$ cat src/rtl/xchain_pkg.sv
package xchain_pkg;

   // Ring neighbour feeding segment idx, for a ring of n segments
   function automatic int unsigned ring_prev(int unsigned idx, int unsigned n);
      return (idx == 0) ? n - 1 : idx - 1;
   endfunction

   // Power-of-two test used by elaboration checks
   function automatic bit is_pow2(int unsigned v);
      return (v != 0) && ((v & (v - 1)) == 0);
   endfunction

endpackage

$ cat src/rtl/xchain_token.sv
module xchain_token (
   input  logic clk,
   input  logic rst_n,
   input  logic first_n,    // strap: low means this segment owns the token after reset
   input  logic pass_in,    // pulse from the previous segment
   input  logic done,       // this segment used its top address on this edge
   output logic own,
   output logic pass_out    // one-cycle pulse to the next segment
);

   always_ff @(posedge clk) begin
      if (!rst_n) begin
         own      <= ~first_n;
         pass_out <= 1'b0;
      end else begin
         pass_out <= own & done;
         if (own & done)
            own <= 1'b0;
         else if (pass_in)
            own <= 1'b1;
      end
   end

   AST_TOKEN_TAKE: assert property (@(posedge clk) disable iff (!rst_n)
      pass_in |=> own);
   AST_TOKEN_DROP: assert property (@(posedge clk) disable iff (!rst_n)
      (own && done) |=> (!own && pass_out));

endmodule

$ cat src/rtl/xchain_seg.sv
module xchain_seg #(
   parameter int unsigned DATA_W = 18,
   parameter int unsigned DEPTH  = 8
) (
   input  logic              clk,
   input  logic              rst_n,
   input  logic              first_n,
   input  logic              wxi,
   input  logic              rxi,
   input  logic              wr_en,
   input  logic [DATA_W-1:0] wr_data,
   input  logic              rd_en,
   output logic [DATA_W-1:0] q,
   output logic              seg_full,
   output logic              seg_empty,
   output logic              wtok,
   output logic              rtok,
   output logic              wxo,
   output logic              rxo
);

   localparam int unsigned AW = $clog2(DEPTH);
   localparam int unsigned CW = $clog2(DEPTH + 1);
   localparam logic [AW-1:0] TOP = AW'(DEPTH - 1);

   logic [DATA_W-1:0] mem [DEPTH];
   logic [AW-1:0]     waddr, raddr;
   logic [CW-1:0]     cnt;
   logic              wr_do, rd_do;

   assign seg_full  = (cnt == CW'(DEPTH));
   assign seg_empty = (cnt == '0);
   assign wr_do     = wr_en & wtok & ~seg_full;
   assign rd_do     = rd_en & rtok & ~seg_empty;
   assign q         = mem[raddr];

   always_ff @(posedge clk) begin
      if (wr_do)
         mem[waddr] <= wr_data;
   end

   always_ff @(posedge clk) begin
      if (!rst_n) begin
         waddr <= '0;
         raddr <= '0;
         cnt   <= '0;
      end else begin
         if (wr_do) waddr <= waddr + 1'b1;
         if (rd_do) raddr <= raddr + 1'b1;
         case ({wr_do, rd_do})
            2'b10:   cnt <= cnt + 1'b1;
            2'b01:   cnt <= cnt - 1'b1;
            default: cnt <= cnt;
         endcase
      end
   end

   xchain_token u_wtok (
      .clk(clk), .rst_n(rst_n), .first_n(first_n), .pass_in(wxi),
      .done(wr_do && (waddr == TOP)), .own(wtok), .pass_out(wxo));

   xchain_token u_rtok (
      .clk(clk), .rst_n(rst_n), .first_n(first_n), .pass_in(rxi),
      .done(rd_do && (raddr == TOP)), .own(rtok), .pass_out(rxo));

   AST_CNT_RANGE: assert property (@(posedge clk) disable iff (!rst_n)
      cnt <= CW'(DEPTH));
   AST_NO_TOKEN_NO_WRITE: assert property (@(posedge clk) disable iff (!rst_n)
      (!wtok || !wr_en) |=> $stable(waddr));
   AST_EMPTY_NO_READ: assert property (@(posedge clk) disable iff (!rst_n)
      (seg_empty || !rd_en) |=> $stable(raddr));
   AST_BOTH_KEEP_CNT: assert property (@(posedge clk) disable iff (!rst_n)
      (wr_do && rd_do) |=> $stable(cnt));

endmodule

$ cat src/rtl/xchain_top.sv
module xchain_top #(
   parameter int unsigned DATA_W    = 18,
   parameter int unsigned SEG_DEPTH = 8,
   parameter int unsigned SEG_COUNT = 3
) (
   input  logic                 clk,
   input  logic                 rst_n,
   input  logic                 wr_en,
   input  logic [DATA_W-1:0]    wr_data,
   output logic                 full,
   input  logic                 rd_en,
   output logic [DATA_W-1:0]    rd_data,
   output logic                 empty,
   output logic [SEG_COUNT-1:0] wr_owner,
   output logic [SEG_COUNT-1:0] rd_owner
);

   if (SEG_COUNT < 2 || SEG_COUNT > 4) begin : g_bad_count
      $error("SEG_COUNT must lie in 2..4");
   end
   if (!xchain_pkg::is_pow2(SEG_DEPTH) || SEG_DEPTH < 2) begin : g_bad_depth
      $error("SEG_DEPTH must be a power of two, at least 2");
   end
   if (DATA_W < 1) begin : g_bad_width
      $error("DATA_W must be positive");
   end

   logic [SEG_COUNT-1:0] wtok, rtok, sfull, sempty, wxo, rxo;
   logic [DATA_W-1:0]    q_arr [SEG_COUNT];

   for (genvar g = 0; g < SEG_COUNT; g++) begin : g_seg
      localparam int unsigned PREV = xchain_pkg::ring_prev(g, SEG_COUNT);
      xchain_seg #(.DATA_W(DATA_W), .DEPTH(SEG_DEPTH)) u_seg (
         .clk      (clk),
         .rst_n    (rst_n),
         .first_n  ((g != 0) ? 1'b1 : 1'b0),
         .wxi      (wxo[PREV]),
         .rxi      (rxo[PREV]),
         .wr_en    (wr_en),
         .wr_data  (wr_data),
         .rd_en    (rd_en),
         .q        (q_arr[g]),
         .seg_full (sfull[g]),
         .seg_empty(sempty[g]),
         .wtok     (wtok[g]),
         .rtok     (rtok[g]),
         .wxo      (wxo[g]),
         .rxo      (rxo[g]));
   end

   assign full     = ~|(wtok & ~sfull);
   assign empty    = ~|(rtok & ~sempty);
   assign wr_owner = wtok;
   assign rd_owner = rtok;

   always_comb begin
      rd_data = '0;
      for (int i = 0; i < SEG_COUNT; i++)
         if (rtok[i]) rd_data = q_arr[i];
   end

   AST_ONE_WRITER: assert property (@(posedge clk) disable iff (!rst_n)
      $onehot0(wr_owner));
   AST_ONE_READER: assert property (@(posedge clk) disable iff (!rst_n)
      $onehot0(rd_owner));
   AST_NO_OVERFLOW: assert property (@(posedge clk) disable iff (!rst_n)
      (wr_owner == '0) |-> full);
   AST_NO_UNDERFLOW: assert property (@(posedge clk) disable iff (!rst_n)
      (rd_owner == '0) |-> empty);
   AST_WRAP_WRITE: assert property (@(posedge clk) disable iff (!rst_n)
      wxo[SEG_COUNT-1] |=> wr_owner[0]);

endmodule

$ cat config.mk
export PLATFORM = sky130hd
export DESIGN_NAME = xchain_top
export DESIGN_NICKNAME = d
export VERILOG_FILES = /design/src/rtl/xchain_pkg.sv /design/src/rtl/xchain_token.sv /design/src/rtl/xchain_seg.sv /design/src/rtl/xchain_top.sv
export SDC_FILE = /design/constraint.sdc
export NUM_CORES = 1
export LEC_CHECK = 0
export ABC_AREA = 1
export BUFFER_PORTS_ARGS = -buffer_cell sky130_fd_sc_hd__buf_2
export CAP_MARGIN = 20
export CORE_ASPECT_RATIO = 1.4
export CORE_MARGIN = 5
export CORE_UTILIZATION = 50
export DETAILED_ROUTE_END_ITERATION = 10
export PLACE_DENSITY = 0.66
export SLEW_MARGIN = 20
export SYNTH_ARGS = -nofsm -noshare
export SYNTH_HDL_FRONTEND = slang
export SYNTH_SLANG_ARGS = --single-unit
$ cat constraint.sdc
create_clock -name clk -period 5.2 [get_ports clk]
set_clock_uncertainty 0.2 [all_clocks]
set_input_delay 0.78 -clock clk [delete_from_list [all_inputs] [get_ports clk]]
set_output_delay 0.78 -clock clk [all_outputs]
set_load 0.005 [all_outputs]
Yosys cells after proc, flatten, opt, wreduce, memory -nomap -nowiden
Memories as Yosys holds them, arrays and structs flattened. A register that Yosys moved wholly into a read port is not among the register bits.
Index checks and enable logic that the tools add are counted.
{"block": "op_classes", "add_sub_neg": 12, "mux": 22, "n_eq_ne": 15, "n_reduce_logical": 22, "bitwise": 29}
{"cell": "18-bit two-way mux", "count": 3}
{"cell": "4-bit one-hot mux with 2 select lines", "count": 3}
{"cell": "3-bit by 1-bit adder with 3-bit output, second input constant", "count": 6}
{"cell": "1-bit bitwise AND", "count": 18}
{"cell": "3-bit == test, second input constant", "count": 6}
{"cell": "3-bit two-way mux", "count": 6}
{"cell": "4-bit by 1-bit adder with 4-bit output, second input constant", "count": 3}
{"cell": "4-bit == test, second input constant", "count": 3}
{"cell": "4-bit zero test", "count": 3}
{"cell": "4-bit by 1-bit subtractor with 4-bit output, second input constant", "count": 3}
{"cell": "1-bit two-way mux", "count": 10}
{"cell": "2-bit nonzero test", "count": 5}
{"cell": "2-bit OR reduction", "count": 4}
{"cell": "1-bit NOT", "count": 7}
{"cell": "3-bit bitwise AND", "count": 2}
{"cell": "2-bit by 1-bit == test with 1-bit output, second input constant", "count": 3}
{"cell": "2-bit == test, second input constant", "count": 3}
{"cell": "1-bit logical AND", "count": 6}
{"cell": "3-bit NOT", "count": 2}
{"cell": "3-bit OR reduction", "count": 2}
{"cell": "1-bit zero test", "count": 2}
{"block": "totals", "mem_count": 3, "inputBits": 22, "regBits": 42, "wordCells": 124, "ram_bits": 432, "out_inout_bits": 26}
{"name": "g_seg[0].u_seg.mem", "words": 8, "word_bits": 18, "rd": 1, "rd_ports_with_merged_regs": 1, "write_ports": 1, "line_no": "xchain_seg.sv:26", "source": "logic [DATA_W-1:0] mem [DEPTH];"}
{"name": "g_seg[1].u_seg.mem", "words": 8, "word_bits": 18, "rd": 1, "rd_ports_with_merged_regs": 1, "write_ports": 1, "line_no": "xchain_seg.sv:26"}
{"name": "g_seg[2].u_seg.mem", "words": 8, "word_bits": 18, "rd": 1, "rd_ports_with_merged_regs": 1, "write_ports": 1, "line_no": "xchain_seg.sv:26"}

Longest topological paths before layout
{"block": "depth", "depth_word": 6, "ltp_mapped": 15, "ltp_nobuf": 15}

By module
Synthesis repeated with hierarchy kept, for this count alone.
{"block": "hier_totals", "hier_cells": 1717, "hier_area_um2": 20064.2}
{"mod": "xchain_seg", "area_each_um2": 6304.8, "cells_each": 500, "seq_area_each_um2": 4584.4, "n_inst": 3}
{"mod": "xchain_top", "area_each_um2": 631.9, "cells_each": 151, "seq_area_each_um2": 0.0, "n_inst": 1}
{"mod": "xchain_token", "area_each_um2": 86.3, "cells_each": 11, "seq_area_each_um2": 50.0, "n_inst": 6}

Least setup slack after synthesis
OpenSTA, ideal clock, no wires.
{"block": "synth_timing", "path_type": "input to register", "start": "input wr_en", "end": "memory g_seg[0].u_seg.mem[0][0] (enable)", "required_ns": 4.607, "arrival_ns": 1.977, "slack_ns": 2.630, "cell_stages": 4, "n_path_buf": 0, "setup_ns": 0.393, "cell_sequence": "nand2_1 > a21oi_1 > nand2_1 > nor2_1"}
{"block": "synth_via", "elab_chain_len": 4}
{"element": "start, declared", "line_no": "xchain_top.sv:8", "source": "input logic wr_en,"}
{"element": "1-bit bitwise AND (2 in a row)", "line_no": "xchain_seg.sv:33", "source": "assign wr_do = wr_en & wtok & ~seg_full;"}
{"element": "1-bit two-way mux", "line_no": "xchain_seg.sv:38", "source": "if (wr_do)"}
{"element": "1-bit two-way mux (not written as such)", "line_no": "xchain_seg.sv:39", "source": "mem[waddr] <= wr_data;"}
{"element": "end, declared", "line_no": "xchain_seg.sv:26"}
Every way passes these cells.

Worst setup path in the final report
{"block": "layout_timing", "start": "register g_seg[1].u_seg.u_rtok.own", "end": "output rd_data[17]"}
{"block": "layout_via", "elab_chain_len": 2}
{"element": "start, declared", "line_no": "xchain_token.sv:7", "source": "output logic own,"}
{"element": "start signal, assigned", "line_no": "xchain_token.sv:13", "source": "own <= ~first_n;"}
{"element": "18-bit two-way mux (2 in a row)", "line_no": "xchain_top.sv:59", "source": "if (rtok[i]) rd_data = q_arr[i];"}
{"element": "end, declared", "line_no": "xchain_top.sv:12", "source": "output logic [DATA_W-1:0] rd_data,"}
Every way passes these cells.

==> results.yml <==
outcome:
  status: "finished clean"
synth:
  syn_inst: 1823
  synth_edf_count: 432
  synthMuxAreaShare_pct: 0
  synth.top_cell.area_share_pct: 64.4
  yosysMostFrequentCell: "nand2_1"
  synthAdderAreaFrac_pct: 1.30
  synth_common_cells: "nand2_1, edfxtp_1, nor2_1"
  synth_top_family_by_area: "simple AND/OR/NAND/NOR gates"
  avgSynthCellArea_um2: 11.1
  async_reset_ff_share_pct: 0
  synthesis.nets: 1866
  ys_warn_count: 0
  synth_compound_area_share_pct: 5.49
  seq_area_frac_synth_pct: 69.5
  synth-xor-area-share_pct: 0.304
  syn_area_um2: 20100
  synth_area_leaders: "edfxtp_1, nand2_1, dfxtp_1, nor2_1, nand3_1"
  synth_top_area_cell: "edfxtp_1"
  yosys.cell_types.count: 33
  synth_seq_cells: 483
  synth_simple_gate_area_share_pct: 18.1
  synth_ff_type: "edfxtp_1"
clocking:
  clockRootBuffer: "clkbuf_16"
  clk_pin_slew_worst_paths_ps: 70
  ctsHoldBuffers: 0
  clock_sinks: 483
  cts_resized: 0
  max-clock-path-buffers: 3
  cts_inserted_buffers: 44
  cts_max_level: 2
  cts_tree: "done"
  post_cts.repair.setup_buffers: 0
  insertion_delay_ps: 550
min_path:
  whs_path_depth: 2
  hold_class: "flop to flop"
  whs_endpoint: "g_seg[1].u_seg.u_rtok.own$_SDFFE_PP0P_"
  min_from: "g_seg[0].u_seg.u_rtok.pass_out$_SDFF_PN0_"
global_routing:
  grt_pass1_wl_um: 74200
  antenna_found_initial: 2
  grt_overflow: 0
  grt_pass1_vias: 12800
  grt_max_degree: 73
  grt_use_total_pct: 21.4
placed_design:
  io_buffers: 47
  post-place-ws_ps: 2100
  post-dp-hpwl_um: 29900
  gp_congestion: 0.852
final_layout:
  area_delta_synth_final_pct: 9.88
  fillers: 3473
  fin_util_pct: 55.3
  drive_gt1_share_pct: 9.47
  nets: 1891
drt:
  wl_um: 48700
  vias: 13200
  drc: 0
  first_iter_violations: 1115
  antenna_left: 0
  post_drt_wl_per_cell_um: 20.2
  drt_pass1_iterations: 6
  via_per_inst: 5.47
critical_path:
  cp.required_ps: 4220
  critPathMaxFanout: 22
  r2r-start: "g_seg[1].u_seg.u_rtok.own$_SDFFE_PP0P_"
  critPathArrivalTime_ps: 2770
  r2r_slack_ps: 2370
  cp-startpoint: "g_seg[1].u_seg.u_rtok.own$_SDFFE_PP0P_"
  critPathLaunchType: "flop"
  reg2reg_depth: 7
  worst_setup_path_end_kind: "primary output"
  rr_endpoint: "g_seg[1].u_seg.cnt[1]$_SDFFE_PN0P_"
  critPathKind: "flop to primary output"
floorplan:
  core-area_um2: 40100
  ios: 48
  die_area_um2: 44500
  start_util_pct: 50.3
  die_x_um: 180
  die_h_um: 248
  num_rows: 87
sta:
  max_clock_freq_ghz: 0.267
  fin_ws_ps: 1450
  finalSetupViolations: 0
  period_needed_ps: 3750
  whs_ps: 254
  tightest_slew_ps: 1130
  fin_crit_sh_pct: 72.1
  drv_slew: 0
  final.setup.tns_ps: 0
  maxSlewHeadroom_pct: 24.6
  rsz0062_at_grt: "false"
  hold_viol: 0
power:
  p_int_uw: 6530
  p_leak_uw: 0.00833
  vdd_drop_max_mv: 0.397
  swShare_pct: 27.3
  p_comb_share_pct: 16.0
  p_per_area_nw_per_um2: 406
  power_switching_uw: 2450
  clkPwrFrac_pct: 35.2
  seqPwrFrac_pct: 48.9
  power.total_uw: 8980
job:
  maxCapViolCount: 0
## final cells by class
class	instances	area [um^2]	share of cell area [%]
Multi-Input combinational cell	1122	5160	23.3
Inverter	126	480	2.17
Clock inverter	21	210	0.950
Antenna cell	1	2.50	0.0113
Timing Repair Buffer	71	443	2.00
Tap cell	534	668	3.02
Sequential cell	483	14000	63.2
Clock buffer	56	1170	5.27
## cell families (layout without fill, tap and decap cells)
family,after synthesis,in the layout
AO/OA/AOI/OAI,197,197
XOR/XNOR,7,7
adder cells (fa/ha/maj),21,21
buffers and inverters,218,274
flip-flops,483,483
other,0,1
AND/OR/NAND/NOR,897,897
## critical path: stages, from the launching register on
cell and delay (ps):
dfxtp_1 610, nor2_2 920, nand3_1 170, nand2_1 110, nand2_1 120, nand2_1 150
buf_2 120
## power by group through the flow
stage / Sequential [uW] / Clock [uW] / Combinational, uW
CTS: 4390 / 3200 / 1420
finish: 4390 / 3160 / 1430
global placement: 4470 / 0 / 1410
global route: 4400 / 3360 / 1590
floorplan: 4430 / 0 / 946
detailed placement: 4480 / 0 / 1410
## cells in the final DEF, fill, tap and decap left out, types with 2 or more instances in the layout
cell	count
clkinv_1	9
a21oi_1	23
xor2_1	6
inv_2	6
buf_8	2
buf_4	21
nand2_1	463
nand3b_1	2
clkbuf_16	45
clkinvlp_4	2
clkbuf_1	11
inv_1	114
nor3_4	2
nor2_4	7
ha_1	21
clkinv_2	9
nor3_1	4
o21ai_0	114
buf_2	47
nor2_2	21
edfxtp_1	432
dfxtp_2	6
bufinv_16	4
nand4_1	4
dfxtp_1	45
o21ai_1	16
o211ai_1	40
nand3_1	169
nor2_1	224
## worst max path at each step
stage	slack, ps	to	cells past startpoint
after floorplan	2630	g_seg[0].u_seg.mem[0][0]$_DFFE_PP_	4
after global placement	2110	rd_data[8]	6
after detailed placement	2100	g_seg[0].u_seg.mem[0][13]$_DFFE_PP_	5
after CTS	1500	rd_data[17]	6
after global routing	1350	rd_data[0]	7
final	1450	rd_data[17]	6
## sequential cells by signal, indices dropped and copies added (netlist names), named ones only
| register | cells |
|---|---|
| g_seg.u_seg.raddr | 9 |
| g_seg.u_seg.cnt | 12 |
| g_seg.u_seg.waddr | 9 |
| g_seg.u_seg.mem | 432 |
| g_seg.u_seg.u_wtok.pass_out | 3 |
| g_seg.u_seg.u_rtok.own | 3 |
| g_seg.u_seg.u_rtok.pass_out | 3 |
| g_seg.u_seg.u_wtok.own | 3 |
## per-stage QoR
stage          cells  instance area, um^2
2_1_floorplan   1823                20100
3_3_place_gp    2334                20700
3_5_place_dp    2334                20700
4_1_cts         2411                22100
5_1_grt         2414                22100
6_report        2414                22100
## routing by layer
metal | share of wire (%) | GRT usage [%] | up-vias
met2 | 50 | 37.7 | 453
met3 | 6.1 | 3.20 | 111
met5 | 0 | 0 | -
met1 | 39 | 26.3 | 6403
met4 | 4.9 | 10.1 | 0
li1 | - | - | 6233
(Power assumes the default switching activity.)
